[src/rtl/dsc_pkg.sv]
package dsc_pkg;
    typedef enum logic [1:0] {
        CHAIN_NONE = 2'd0,
        CHAIN_DEC  = 2'd1,
        CHAIN_BIQ  = 2'd2
    } chain_e;
endpackage

[src/rtl/dsc_fall_det.sv]
module dsc_fall_det #(
    parameter int SYNC = 2
) (
    input  logic clk,
    input  logic rst_n,
    input  logic din_i,
    output logic fall_o
);
    // SYNC synchronizer stages plus one stage that holds the previous value
    logic [SYNC:0] sh_d, sh_q;

    always_comb begin
        sh_d = {sh_q[SYNC-1:0], din_i};
    end

    always_ff @(posedge clk or negedge rst_n) begin
        if (!rst_n) sh_q <= '0;
        else        sh_q <= sh_d;
    end

    // an edge is seen when the previous value is 1 and the current value is 0
    assign fall_o = sh_q[SYNC] & ~sh_q[SYNC-1];
endmodule

[src/rtl/dsc_div2.sv]
module dsc_div2 (
    input  logic clk,
    input  logic rst_n,
    input  logic clr_i,
    input  logic set_i,
    input  logic adv_i,
    output logic q_o
);
    logic bit_d, bit_q;

    always_comb begin
        bit_d = bit_q;
        if (set_i)      bit_d = 1'b1;
        else if (clr_i) bit_d = 1'b0;
        else if (adv_i) bit_d = ~bit_q;
    end

    always_ff @(posedge clk or negedge rst_n) begin
        if (!rst_n) bit_q <= 1'b0;
        else        bit_q <= bit_d;
    end

    assign q_o = bit_q;
endmodule

[src/rtl/dsc_divn.sv]
module dsc_divn #(
    parameter int MOD = 5,
    localparam int W = $clog2(MOD)
) (
    input  logic         clk,
    input  logic         rst_n,
    input  logic         clr_i,
    input  logic         set_i,
    input  logic         adv_i,
    output logic [W-1:0] q_o
);
    localparam logic [W-1:0] TOP = W'(MOD - 1);

    logic [W-1:0] cnt_d, cnt_q;

    always_comb begin
        cnt_d = cnt_q;
        if (set_i)      cnt_d = TOP;
        else if (clr_i) cnt_d = '0;
        else if (adv_i) cnt_d = (cnt_q == TOP) ? '0 : cnt_q + W'(1);
    end

    always_ff @(posedge clk or negedge rst_n) begin
        if (!rst_n) cnt_q <= '0;
        else        cnt_q <= cnt_d;
    end

    assign q_o = cnt_q;
endmodule

[src/rtl/dsc_split_counter.sv]
module dsc_split_counter
    import dsc_pkg::*;
#(
    parameter chain_e CHAIN   = CHAIN_NONE,
    parameter int     SYNC    = 2,
    parameter int     HI_MOD  = 5,
    localparam int    HI_W    = $clog2(HI_MOD)
) (
    input  logic          clk,
    input  logic          rst_n,
    input  logic          cnt0_i,
    input  logic          cnt1_i,
    input  logic          clr_a_i,
    input  logic          clr_b_i,
    input  logic          set_a_i,
    input  logic          set_b_i,
    output logic [HI_W:0] q_o
);
    localparam logic [HI_W-1:0] HI_TOP = HI_W'(HI_MOD - 1);

    typedef struct packed {
        logic adv0;
        logic adv1;
    } adv_t;

    logic            clr_g, set_g, frc;
    logic            fall0, fall1;
    logic            lo_q;
    logic [HI_W-1:0] hi_q;
    adv_t            adv_d;

    assign clr_g = clr_a_i & clr_b_i;
    assign set_g = set_a_i & set_b_i;
    assign frc   = clr_g | set_g;

    dsc_fall_det #(.SYNC(SYNC)) u_fd0 (
        .clk(clk), .rst_n(rst_n), .din_i(cnt0_i), .fall_o(fall0)
    );
    dsc_fall_det #(.SYNC(SYNC)) u_fd1 (
        .clk(clk), .rst_n(rst_n), .din_i(cnt1_i), .fall_o(fall1)
    );

    // the chained link is a falling edge of the feeding section's output, found from its state
    always_comb begin
        adv_d = '0;
        case (CHAIN)
            CHAIN_DEC: begin
                adv_d.adv0 = fall0;
                adv_d.adv1 = fall0 & lo_q;
            end
            CHAIN_BIQ: begin
                adv_d.adv1 = fall1;
                adv_d.adv0 = fall1 & (hi_q == HI_TOP);
            end
            default: begin
                adv_d.adv0 = fall0;
                adv_d.adv1 = fall1;
            end
        endcase
        if (frc) adv_d = '0;
    end

    dsc_div2 u_lo (
        .clk(clk), .rst_n(rst_n), .clr_i(clr_g), .set_i(set_g),
        .adv_i(adv_d.adv0), .q_o(lo_q)
    );

    dsc_divn #(.MOD(HI_MOD)) u_hi (
        .clk(clk), .rst_n(rst_n), .clr_i(clr_g), .set_i(set_g),
        .adv_i(adv_d.adv1), .q_o(hi_q)
    );

    // the gates override the output at once; the state loads at the next clock
    always_comb begin
        if (set_g)      q_o = {HI_TOP, 1'b1};
        else if (clr_g) q_o = '0;
        else            q_o = {hi_q, lo_q};
    end
endmodule

[config.mk]
export PLATFORM = sky130hd
export DESIGN_NAME = dsc_split_counter
export DESIGN_NICKNAME = d
export VERILOG_FILES = /design/src/rtl/dsc_pkg.sv /design/src/rtl/dsc_fall_det.sv /design/src/rtl/dsc_div2.sv /design/src/rtl/dsc_divn.sv /design/src/rtl/dsc_split_counter.sv
export SDC_FILE = /design/constraint.sdc
export NUM_CORES = 1
export LEC_CHECK = 0
export BUFFER_PORTS_ARGS = -buffer_cell sky130_fd_sc_hd__buf_4
export CAP_MARGIN = 20
export CORE_AREA = 4 4 41 43
export CTS_BUF_LIST = sky130_fd_sc_hd__clkbuf_8
export CTS_CLUSTER_SIZE = 28
export DETAILED_ROUTE_END_ITERATION = 16
export DIE_AREA = 0 0 45 47
export PLACE_DENSITY_LB_ADDON = 0.3
export SETUP_SLACK_MARGIN = 0.4
export SLEW_MARGIN = 20
export SYNTH_ARGS = -nofsm -noshare
export SYNTH_HDL_FRONTEND = slang
export SYNTH_SLANG_ARGS = --single-unit
[constraint.sdc]
create_clock -name clk -period 1.7 [get_ports clk]
set_input_delay 0 -clock clk [delete_from_list [all_inputs] [get_ports clk]]
set_output_delay 0 -clock clk [all_outputs]
set_load 0.03 [all_outputs]
* Yosys cells after proc, flatten, opt, wreduce, memory -nomap -nowiden
Index checks and enable logic that the tools add are counted.
Word-level totals: register bits after elaboration 10, input port bits 8, logic and storage cells 26
Operators by class: $add $sub $neg 1, equal/unequal tests 1, muxes and demuxes 10, bitwise logic cells 8, reduce and logical (&&, ||, !) cells 2
Operators with widths (count):
- 2-to-1 mux 3 bit | 4
- 2-to-1 mux 4 bit | 2
- nonzero test 3 bit | 2
- AND 1 bit | 4
- adder 3 x 1 -> 3 bit (second input constant) | 1
- equality test 3 bit (second input constant) | 1
- 2-to-1 mux 1 bit | 3
- NOT 1 bit | 3
- 2-to-1 mux 2 bit | 1
- bitwise OR 1 bit | 1

* Depth between registers and ports, before layout
Gate-level depths: netlist (run 1).
depth in word-level cells 6, gate-level depth with buffers 5

* Modules after synthesis
A second synthesis (run 1) with hierarchy kept.
Unflattened totals: cells, all modules 38, area total of the unflattened synthesis 460.4 um^2
Modules (own cells, without submodules):
- dsc_fall_det | instances 2, cells each 4, area each 88.8 um^2, seq. area each 75.1 um^2
- dsc_divn | instances 1, cells each 17, area each 176.4 um^2, seq. area each 75.1 um^2
- dsc_split_counter | instances 1, cells each 10, area each 65.1 um^2, seq. area each 0.0 um^2
- dsc_div2 | instances 1, cells each 3, area each 41.3 um^2, seq. area each 25.0 um^2

* Worst setup path before layout (run 1)
OpenSTA, ideal clock, no wires.
kind register to register, from register u_hi.cnt_q[0] (netlist: u_hi.q_o[0]), to register u_hi.cnt_q[0] (netlist: u_hi.q_o[0]), setup time 73 ps, arrival time 972 ps, required time 1627 ps, setup slack 654 ps, stages on the path, launching flop included 5, buffers on the path 0, cell sequence dfrtp_1 -> inv_1 -> ha_1 -> a211o_1 -> a21oi_2
On the way: word-level cells in the longest chain between the ends 5, elaborated cells between the ends (all ways) 6, classes of those cells 1 x add/sub; 1 x eq/ne; 4 x mux
Ends and longest elaborated chain:
- start: declaration | RTL line dsc_divn.sv:14 | logic [W-1:0] cnt_d, cnt_q;
- start signal: assignment | RTL line dsc_divn.sv:25 | else cnt_q <= cnt_d;
- adder 3 x 1 -> 3 bit or equality test 3 bit (tied branches) | RTL line dsc_divn.sv:20 | else if (adv_i) cnt_d = (cnt_q == TOP) ? '0 : cnt_q + W'(1);
- 2-to-1 mux 3 bit (*) (2 in a row) | RTL line dsc_divn.sv:20
- 2-to-1 mux 3 bit (*) | RTL line dsc_divn.sv:19 | else if (clr_i) cnt_d = '0;
- 2-to-1 mux 3 bit (*) | RTL line dsc_divn.sv:18 | if (set_i) cnt_d = TOP;
Mark *: on every way between the ends. The rest lies on a longest branch, timed or not. The select of a mux whose other input is x is not followed. A chain may end at the register's enable or synchronous reset.

* Final worst setup path (run 1)
Ends and elaborated chain as after synthesis.

==> summary.md, run 1 <==
| Metric | Value |
|---|---|
| Status | `complete, no violations` |
| Unique masters post-synth | `14` |
| CP endpoint kind | `register` |
| CORE AREA | `approximately 1300 sq um` |
| DRC viols | `0` |
| Crit path arrival time | `roughly 1300 ps` |
| Die area | `2115 sq um` |
| Post-DR wirelength/cell | `10.31 um` |
| Critical Path Fanout Max | `4` |
| Tightest Hold Check Type | `in2reg` |
| Initial DRC count | `4` |
| Seq pwr share | `between 40% and 50%` |
| Global routing's busiest layer | `met2` |
| Ports | `12` |
| Worst reg2reg path depth | `4` |
| Avg Inst Size Synth | `~11 sq um` |
| Synthesis-stage register bit count | `10` |
| Worst Clk Skew | `around 1.7 ps` |
| Reg-to-Reg Start | `u_hi.q_o[0]` |
| Final-report setup violation count | `0` |
| Overall routing resource usage | `~8%` |
| PortBufs | `11` |
| Effective utilization at floorplan | `31.73%` |
| Crit path to | `u_hi.q_o[0]` |
| Part of the cycle the worst path needs | `67.10%` |
| Synth-to-layout area growth | `45.15%` |
| Final slew viol count | `0` |
| Mapped Area | `~410 sq um` |
| Net Switching | `between 150 and 200 uW` |
| Hold_sp | `set_b_i` |
| Pwr Density | `around 1100 nW/um^2` |
| CTS tree | `yes` |
| Post-synthesis sequential area ratio | `60.61%` |
| Post-Syn Nets | `47` |
| ANT cells | `0` |
| Nets | `66` |
| Critical path required time | `approximately 1900 ps` |
| Grt met3 use | `between 3 and 4%` |
| Worst R2R Setup Slack | `between 500 and 600 ps` |
| Switch share | `between 20% and 30%` |
| Antenna viol nets, final | `0` |
| Pin count of the biggest net entering global routing | `11` |
| DR vias/cell | `about 4.3` |
| WS Path Type | `reg2reg` |
| Half-perimeter wire length after placement | `between 500 and 600 um` |
| Die H | `47 um` |
| Static leakage | `between 0.0003 and 0.0004 uW` |
| CTS Buf Count | `3` |
| Initial antenna violation count | `0` |
| Startpoint types | `register` |
| Internal power | `around 510 uW` |
| Worst-Margin Slew | `roughly 160 ps` |
| Met2 global-route usage | `approximately 11%` |
| Share of post-route cells with drive strength above 1 | `a little under a third` |
| Total power | `about 660 uW` |
| FP Rows | `13` |
| Via count | `approximately 300` |
| CTS max path bufs | `2` |
| Slew HR | `around nine tenths` |
| Clock latency at the later pin of the worst-skew pair | `about 230 ps` |
| Chip width | `45 um` |
| Hold path cells | `3` |
| Vias in the first global route | `around 270` |
| Met1 Use GR | `between 10% and 20%` |
| Ys Warns | `0` |
| CP Launch Point | `u_hi.q_o[0]` |
| First-pass GRT wire length | `around 1200 um` |
| Min Tclk post-route | `between 1000 and 1500 ps` |
| Fillers | `between 100 and 150` |
| Clk slew on worst S/H paths | `~50 ps` |
| DR pass1 iterations | `3` |
| Post CTS Setup Buffer Count | `0` |
| Remaining Overflow, GRT | `0` |
| Clock network fraction of total power | `44.0%` |
| # clock sinks | `10` |
| H-tree depth | `1` |
| Routability Congestion | `a little over 0.7` |
| Routed WL | `just over 700 um` |
| R2R Path End | `u_hi.q_o[0]` |
| Achievable frequency | `876.7 MHz` |
| Worst IR Drop VDD | `~0.55 mV` |
| Max Cap Violations | `0` |
| TNS Setup | `0 ps` |
| Comb power frac | `15.2%` |
| RSZ-0062 raised after global routing | `false` |
| Hold Vio Cnt, Final | `0` |
| Synthesized instance count | `37` |
| Root buffer cell | `clkbuf_8` |
-- cells in the mapped netlist --
| cell | instances | area share, % |
|---|---|---|
| dfrtp_1 | 10 | 61 |
| nand2_1 | 8 | 7.3 |
| nor2_1 | 5 | 4.5 |
| inv_1 | 3 | 2.7 |
| ha_1 | 2 | 6.1 |
| a211o_1 | 1 | 2.1 |
| a21oi_2 | 1 | 2.1 |
| mux2i_1 | 1 | 2.4 |
| nand2b_4 | 1 | 3.3 |
| nand3b_1 | 1 | 1.8 |
| nor2b_1 | 1 | 1.5 |
| o21ai_0 | 1 | 1.2 |
| o221ai_1 | 1 | 2.1 |
| xnor2_1 | 1 | 2.1 |
-- flip-flops by register name, summed over array words and instances (netlist names) --
register and flops:
u_lo.q_o 1, u_hi.q_o 3, u_fd1.sh_q 3, u_fd0.sh_q 3
-- how the worst min path moves through the flow --
stage	end	slack [ps]
final	u_hi.q_o[2]	80
after global routing	u_hi.q_o[2]	100
after CTS	u_hi.q_o[2]	70
after detailed placement	u_lo.q_o	-160
after global placement	u_lo.q_o	-160
after floorplan	u_fd0.sh_q[0]	-300
-- timing repair --
item | 4_1_cts | 5_1_grt
resized for setup | 0 | 0
hold endpoints to repair | 12 | 0
endpoints found under the setup margin | 0 | 0
hold buffers | 3 | 0
-- layout by cell type (no fill, tap or decap), drive strengths merged --
cell type / count
buf: 11
inv: 3
a211o: 1
nor2b: 1
xnor2: 1
nand2b: 1
a21oi: 1
clkbuf: 4
dfrtp: 10
mux2i: 1
nand2: 8
o21ai: 1
o221ai: 1
nand3b: 1
ha: 2
nor2: 5
dlygate4sd3: 3
-- kinds of logic (layout without fill, tap and decap cells) --
logic type | after synthesis | in the layout | share of synthesized area, %
buffers and inverters | 3 | 21 | 2.727
AOI/OAI and AO/OA | 4 | 4 | 7.576
adders and majority gates | 2 | 2 | 6.060
and+or+nand+nor | 16 | 16 | 18.49
DFF | 10 | 10 | 60.61
xor gates and xnor gates | 1 | 1 | 2.122
muxes | 1 | 1 | 2.424
-- critical path: stages (launching register included) --
cell and delay [ps]:
dfrtp_1 390, inv_1 80, ha_1 220, a211o_1 270, a21oi_2 120
-- power by group through the flow --
stage | sequential (uW) | combinational [uW] | clock, uW
finish | 269 | 99.9 | 290
global route | 271 | 110 | 318
CTS | 269 | 101 | 306
detailed placement | 273 | 95.8 | 0
global placement | 272 | 95.2 | 0
floorplan | 269 | 59.2 | 0
-- through the flow --
| step | setup slack, ps | cells | utilization [%] | instance area (sq um) | hold WS (ps) |
|---|---|---|---|---|---|
| global placement | 624.2 | 63 | 39.52 | 514.2 | -164.5 |
| detailed placement | 578.6 | 63 | 39.52 | 514.2 | -162.1 |
| CTS | 563.4 | 70 | 46.06 | 599.3 | 73.18 |
| global route | 523.8 | 70 | 46.06 | 599.3 | 96.36 |
| floorplan | 654.4 | 37 | - | 412.9 | -295.6 |
| finish | 559.3 | 70 | 46.06 | 599.3 | 79.37 |
-- layout make-up --
type / count / area (sq um) / area share [%]
Inverter: 3 / 11.26 / 1.879
Clock buffer: 4 / 55.05 / 9.186
Multi-Input combinational cell: 24 / 151.4 / 25.26
Tap cell: 15 / 18.77 / 3.132
Timing Repair Buffer: 14 / 112.6 / 18.79
Sequential cell: 10 / 250.2 / 41.75
-- layer usage --
metal  vias up  share of wire [%]
met2        10                 41
met4         0                  0
met5         -                  0
li1        153                  -
met3         0                 10
met1       139                 48
Power figures use the tool's default switching activity.
==> run 2: changes to the inputs <==
==> constraint.sdc (replaced) <==
create_clock -name clk -period 0.98 [get_ports clk]
set_input_delay 0 -clock clk [delete_from_list [all_inputs] [get_ports clk]]
set_output_delay 0 -clock clk [all_outputs]
set_load 0.03 [all_outputs]
==> run 2 against run 1 <==
Effect of this change: clock-buffer cell count unchanged; setup slack worse by 670 ps; via count up 12%; wire length up 11%; critical path type unchanged; core utilization up 4.9 points; the run now ends with negative setup slack left; cell area up 11%.
==> summary.md, run 2 (synthesized netlist as in run 1, its figures left out) <==
| Metric | Value |
|---|---|
| Pwr Density | `1816 nW/um^2 (+65%)` |
| Nets | `71 (+7.6%)` |
| Fin area | `663.1 sq um (+11%)` |
| Max incr delay on CP | `390 ps (about the same)` |
| Fillers | `121 (-4.0%)` |
| CTS Buf Count | `3 (unchanged)` |
| FP Rows | `13 (unchanged)` |
| Critical Path Fanout Max | `4 (unchanged)` |
| Achievable frequency | `917.3 MHz (+4.6%)` |
| Static leakage | `0.0003342 uW (+9.8%)` |
| CTS tree | `yes` |
| Cells along the critical path | `inv_2 > ha_4 > a211o_1 > a21oi_2` |
| Placed Cells | `65 (+3.2%)` |
| Routed WL | `801 um (+11%)` |
| Via count | `337 (+12%)` |
| First-pass GRT wire length | `1359 um (+18%)` |
| Violated checks | `negative setup slack` |
| Initial antenna violation count | `0 (unchanged)` |
| Crit path arrival time | `1250 ps (-50 ps)` |
| Fin cells | `75 (+7.1%)` |
| Clock latency at the later pin of the worst-skew pair | `240 ps (about the same)` |
| Synth-to-layout area growth | `60.61%` |
| Worst-Margin Slew | `172.5 ps (+8.951 ps)` |
| Ports | `12 (unchanged)` |
| WS Path Type | `reg2reg` |
| DRC viols | `0 (unchanged)` |
| Commonest non-fill, non-tap cells in the layout | `buf_4, dfrtp_1, nand2_1, nor2_1, clkbuf_8` |
| DR vias/cell | `4.493 (+4.2%)` |
| Share of post-route cells with drive strength above 1 | `43.33% (+12 points)` |
| CTS max path bufs | `2 (unchanged)` |
| Hold Vio Cnt, Final | `0 (unchanged)` |
| CORE AREA | `1301 sq um (unchanged)` |
| PortBufs | `11 (unchanged)` |
| Die H | `47 um (unchanged)` |
| ANT cells | `0 (unchanged)` |
| Clk slew on worst S/H paths | `50 ps (about the same)` |
| Startpoint types | `register` |
| Effective utilization at floorplan | `31.73% (unchanged)` |
| # clock sinks | `10 (unchanged)` |
| Post-DR wirelength/cell | `10.68 um (+3.5%)` |
| H-tree depth | `1 (unchanged)` |
| Initial DRC count | `3 (-1)` |
| Most common cell after layout, fill and taps aside | `buf_4` |
| CP endpoint kind | `register` |
| Worst Clk Skew | `5.259 ps (+3.575 ps)` |
| Min Tclk post-route | `1090 ps (-50.57 ps)` |
| Slew HR | `88.47% (-0.60 points)` |
| Max Cap Violations | `0 (unchanged)` |
| Root buffer cell | `clkbuf_8` |
| Placed instance area | `541.8 sq um (+5.4%)` |
| Worst IR Drop VDD | `1.281 mV (+130%)` |
| DP Worst Slack | `-111.1 ps (-689.7 ps)` |
| RSZ-0062 raised after global routing | `true` |
| Chip width | `45 um (unchanged)` |
| Status | `finished, violations left` |
| Antenna viol nets, final | `0 (unchanged)` |
| Overall routing resource usage | `9.840% (+1.8 points)` |
| Final slew viol count | `0 (unchanged)` |
| Die area | `2115 sq um (unchanged)` |
| Slowest cell on the critical path | `dfrtp_1` |
| Part of the cycle the worst path needs | `111.2% (+44 points)` |
| Tightest Hold Check Type | `in2reg` |
| Remaining Overflow, GRT | `0 (unchanged)` |
| Critical path required time | `1140 ps (-720 ps)` |
| Vias in the first global route | `330 (+21%)` |
| Half-perimeter wire length after placement | `570.8 um (+6.0%)` |
| Final-report setup violation count | `5 (+5)` |
| Pin count of the biggest net entering global routing | `11 (unchanged)` |
| Routability Congestion | `0.7015 (-0.36%)` |
| DR pass1 iterations | `4 (+1)` |
| Final worst setup slack | `-110.1 ps (-669.4 ps)` |
run 2: cell types whose count changed in the layout (fill, tap and decap cells not counted), sizes merged:
cell	before	now
buf	11	16
run 2: worst paths after layout:
kind / start / end / slack, ps / depth (start not counted)
max: u_hi.q_o[0] / u_hi.q_o[0] / -110 / 4
min: set_b_i / u_hi.q_o[2] / 70 / 3
max reg2reg: u_hi.q_o[0] / u_hi.q_o[0] / -110 / 4
min reg2reg: u_fd1.sh_q[0] / u_fd1.sh_q[1] / 340 / 0
max in group asynchronous: rst_n / u_hi.q_o[1] / 710 / 2
min in group asynchronous: rst_n / u_fd1.sh_q[1] / 120 / 2
run 2: timing repair:
action,in CTS,in global routing
hold endpoints to repair,12,0
setup endpoints to repair,8,8
buffers inserted,3,0
resized for setup,5,0
pin swaps,1,0
hold buffers,3,0
run 2: metal layers:
layer	track usage, %	vias to the layer above	part of all wire [%]
met1	10.38	156	40
met2	14.69	16	48
met3	5.747	2	10
met4	7.018	0	1.7
li1	-	163	-
met5	0	-	0
run 2: through the flow:
stage               total power, uW  hold WS (ps)  util, %  setup TNS (ps)
CTS                            1231         68.57    50.96          -408.1
floorplan                     577.0        -295.6        -          -35.28
detailed placement            657.7        -165.2    41.63          -192.0
global placement              652.5        -164.3    41.63          -107.2
finish                         1204         72.46    50.96          -346.5
global route                   1269         125.4    50.96          -681.1
run 2: power breakdown:
| group | internal [uW] | switching (uW) | total [uW] | leakage, uW |
|---|---|---|---|---|
| Combinational | 123 | 106 | 229 | 0.000185 |
| Clock | 353 | 156 | 509 | 0.0000288 |
| Sequential | 446 | 20.4 | 466 | 0.000121 |
| Total | 921 | 283 | 1200 | 0.000334 |
run 2: cell type report:
| cell class | count | area, sq um | area share, % |
|---|---|---|---|
| sequential | 10 | 250.2 | 37.74 |
| multi-input combinational | 24 | 166.4 | 25.09 |
| timing repair buffer | 19 | 161.4 | 24.34 |
| clock buffer | 4 | 55.05 | 8.302 |
| tap | 15 | 18.77 | 2.830 |
| inverter | 3 | 11.26 | 1.698 |
run 2: worst max-delay path: cells and delay by family, from the launching register on:
kind	cells	cell delay, ps
flip-flops	1	390
AO/OA/AOI/OAI	2	390
buffers and inverters	1	70
adder cells (fa/ha/maj)	1	160
==> run 3: changes to the inputs <==
--- a/config.mk
+++ b/config.mk
@@ -5,16 +5,15 @@
 export SDC_FILE = /design/constraint.sdc
 export NUM_CORES = 1
 export LEC_CHECK = 0
-export BUFFER_PORTS_ARGS = -buffer_cell sky130_fd_sc_hd__buf_4
 export CAP_MARGIN = 20
 export CORE_AREA = 4 4 41 43
 export CTS_BUF_LIST = sky130_fd_sc_hd__clkbuf_8
 export CTS_CLUSTER_SIZE = 28
 export DETAILED_ROUTE_END_ITERATION = 16
 export DIE_AREA = 0 0 45 47
+export DONT_BUFFER_PORTS = 1
 export PLACE_DENSITY_LB_ADDON = 0.3
 export SETUP_SLACK_MARGIN = 0.4
-export SLEW_MARGIN = 20
 export SYNTH_ARGS = -nofsm -noshare
 export SYNTH_HDL_FRONTEND = slang
 export SYNTH_SLANG_ARGS = --single-unit
==> run 3 against run 2 <==
Effect of this change: the run still ends with negative setup slack left; non-clock buffer count decreased by 12; sequential share of layout area rose by 3.2 points; core utilization down 3.9 points; cell area shrank 7.7%; largest power group unchanged; power down 3.7%.
==> summary.md, run 3 (synthesized netlist as in run 1, its figures left out) <==
| Metric | Value |
|---|---|
| Via count | `296 (-12%)` |
| Tightest Hold Check Type | `in2reg` |
| Achievable frequency | `938.2 MHz (+2.3%)` |
| CTS tree | `yes` |
| Placed Cells | `56 (-14%)` |
| Initial antenna violation count | `0 (unchanged)` |
| Most common cell after layout, fill and taps aside | `dfrtp_1` |
| Chip width | `45 um (unchanged)` |
| H-tree depth | `1 (unchanged)` |
| CTS Buf Count | `3 (unchanged)` |
| Final slew viol count | `0 (unchanged)` |
| Min Tclk post-route | `1066 ps (-24.28 ps)` |
| Part of the cycle the worst path needs | `108.8% (-2.5 points)` |
| Startpoint types | `register` |
| Clk slew on worst S/H paths | `50 ps (about the same)` |
| Pwr Density | `1895 nW/um^2 (+4.4%)` |
| Worst Hold End | `u_lo.q_o` |
| Met2 global-route usage | `13.84% (-0.85 points)` |
| RSZ-0062 raised after global routing | `true` |
| Cells along the critical path | `inv_2 > ha_4 > a211o_1 > a21oi_2` |
| CTS max path bufs | `2 (unchanged)` |
| Die area | `2115 sq um (unchanged)` |
| WS Path Type | `reg2reg` |
| Worst Clk Skew | `2.746 ps (-2.513 ps)` |
| Worst-Margin Slew | `431.4 ps (+258.9 ps)` |
| TNS Setup | `-252.4 ps (+94.11 ps)` |
| CP endpoint kind | `register` |
| Status | `finished, violations left` |
| Post CTS Setup Buffer Count | `0 (-3)` |
| Grt met3 use | `3.065% (-2.7 points)` |
| Max incr delay on CP | `390 ps (about the same)` |
| Pin count of the biggest net entering global routing | `11 (unchanged)` |
| Commonest non-fill, non-tap cells in the layout | `dfrtp_1, nand2_1, clkbuf_8, buf_6` |
| Reg-to-Reg Start | `u_hi.q_o[0]` |
| Static leakage | `0.0002822 uW (-16%)` |
| Synth-to-layout area growth | `48.18%` |
| Slew HR | `71.14% (-17 points)` |
| Met1 Use GR | `7.783% (-2.6 points)` |
| Slowest cell on the critical path | `dfrtp_1` |
| Routed WL | `722 um (-9.9%)` |
| Worst IR Drop VDD | `0.8489 mV (-34%)` |
| R2R Path End | `u_hi.q_o[0]` |
| Share of post-route cells with drive strength above 1 | `41.67% (-1.7 points)` |
| Hold_sp | `clr_b_i` |
| Overall routing resource usage | `8.160% (-1.7 points)` |
| Effective utilization at floorplan | `31.73% (unchanged)` |
| CORE AREA | `1301 sq um (unchanged)` |
| CP Launch Point | `u_hi.q_o[0]` |
| Violated checks | `negative setup slack` |
| Worst reg2reg path depth | `4 (unchanged)` |
| Critical path required time | `1140 ps (about the same)` |
| Fin cells | `63 (-16%)` |
| PortBufs | `0 (-11)` |
| Hold path cells | `3 (unchanged)` |
| DR vias/cell | `4.698 (+4.6%)` |
| ANT cells | `0 (unchanged)` |
| Final-report setup violation count | `5 (unchanged)` |
| Vias in the first global route | `297 (-10%)` |
| Ports | `12 (unchanged)` |
| Remaining Overflow, GRT | `0 (unchanged)` |
| Post-DR wirelength/cell | `11.46 um (+7.3%)` |
| Max Cap Violations | `0 (unchanged)` |
| Hold Vio Cnt, Final | `0 (unchanged)` |
| DRC viols | `0 (unchanged)` |
| Final worst setup slack | `-85.82 ps (+24.28 ps)` |
| Critical Path Fanout Max | `4 (unchanged)` |
| Worst R2R Setup Slack | `-90 ps (+20 ps)` |
| Root buffer cell | `clkbuf_8` |
| Crit path arrival time | `1230 ps (-20 ps)` |
| Global routing's busiest layer | `met2` |
| CP bufs+invs | `1 (unchanged)` |
| Die H | `47 um (unchanged)` |
| FP Rows | `13 (unchanged)` |
| Initial DRC count | `3 (unchanged)` |
| Clock latency at the later pin of the worst-skew pair | `230 ps (about the same)` |
| # clock sinks | `10 (unchanged)` |
| Delay-heaviest family, CP | `flip-flops` |
| First-pass GRT wire length | `1186 um (-13%)` |
| DR pass1 iterations | `4 (unchanged)` |
| Antenna viol nets, final | `0 (unchanged)` |
| Nets | `59 (-17%)` |
| Routability Congestion | `0.6536 (-6.8%)` |
[run 3: changes by cell type in the layout (fill, tap and decap cells not counted), moves of 2 or more]
cell	before	now
buf_4	13	0
nand2_1	8	4
nand2_2	0	2
nand2_4	0	2
nor2_4	0	2
[run 3: power breakdown]
| part | switching (uW) | internal, uW |
|---|---|---|
| registers | 23.6 | 446 |
| logic | 109 | 80.5 |
| clock network | 149 | 352 |
[run 3: routing by layer]
metal  wire length (um)  vias to the layer above  part of all wire, %
met1                268                      140                   37
met4                 16                        0                  2.2
li1                   -                      142                    -
met2                357                       12                   49
met5                  0                        -                    0
met3                 80                        2                   11
[run 3: through the flow]
stage	setup WS (ps)	area (sq um)	power, uW	utilization, %	hold slack, ps
6_report	-85.82	611.8	1160	47.02	82.56
3_5_place_dp	-87.17	474.2	614.5	36.44	-295.3
3_3_place_gp	-44.93	474.2	603.4	36.44	-295.3
5_1_grt	-131.6	611.8	1225	47.02	104.3
2_1_floorplan	-26.98	425.4	577.0	-	-295.6
4_1_cts	-99.95	609.3	1175	46.83	81.45
[run 3: repair_timing]
| item | in CTS | in global routing |
|---|---|---|
| endpoints found under the hold margin | 12 | 0 |
| gates resized for setup | 16 | 1 |
| pin swaps | 4 | 3 |
| hold buffers | 3 | 0 |
| endpoints found under the setup margin | 8 | 8 |
[run 3: final cells by class]
class	instances	area (sq um)
clock buffer	4	55.05
fill	128	689.4
inverter	3	11.26
multi-input combinational	24	201.4
sequential	10	250.2
tap	15	18.77
timing repair buffer	7	75.07
[run 3: worst max path at each step]
stage                   to  cells past startpoint
6_report       u_hi.q_o[0]                      4
5_1_grt        u_hi.q_o[0]                      4
4_1_cts        u_hi.q_o[2]                      4
3_5_place_dp   u_hi.q_o[2]                      4
3_3_place_gp   u_hi.q_o[2]                      4
2_1_floorplan  u_hi.q_o[0]                      4
[run 3: tightest hold or removal path, cell delays in order]
cell     delay [ps]
nand2_1         120
inv_1            80
o21ai_1          70
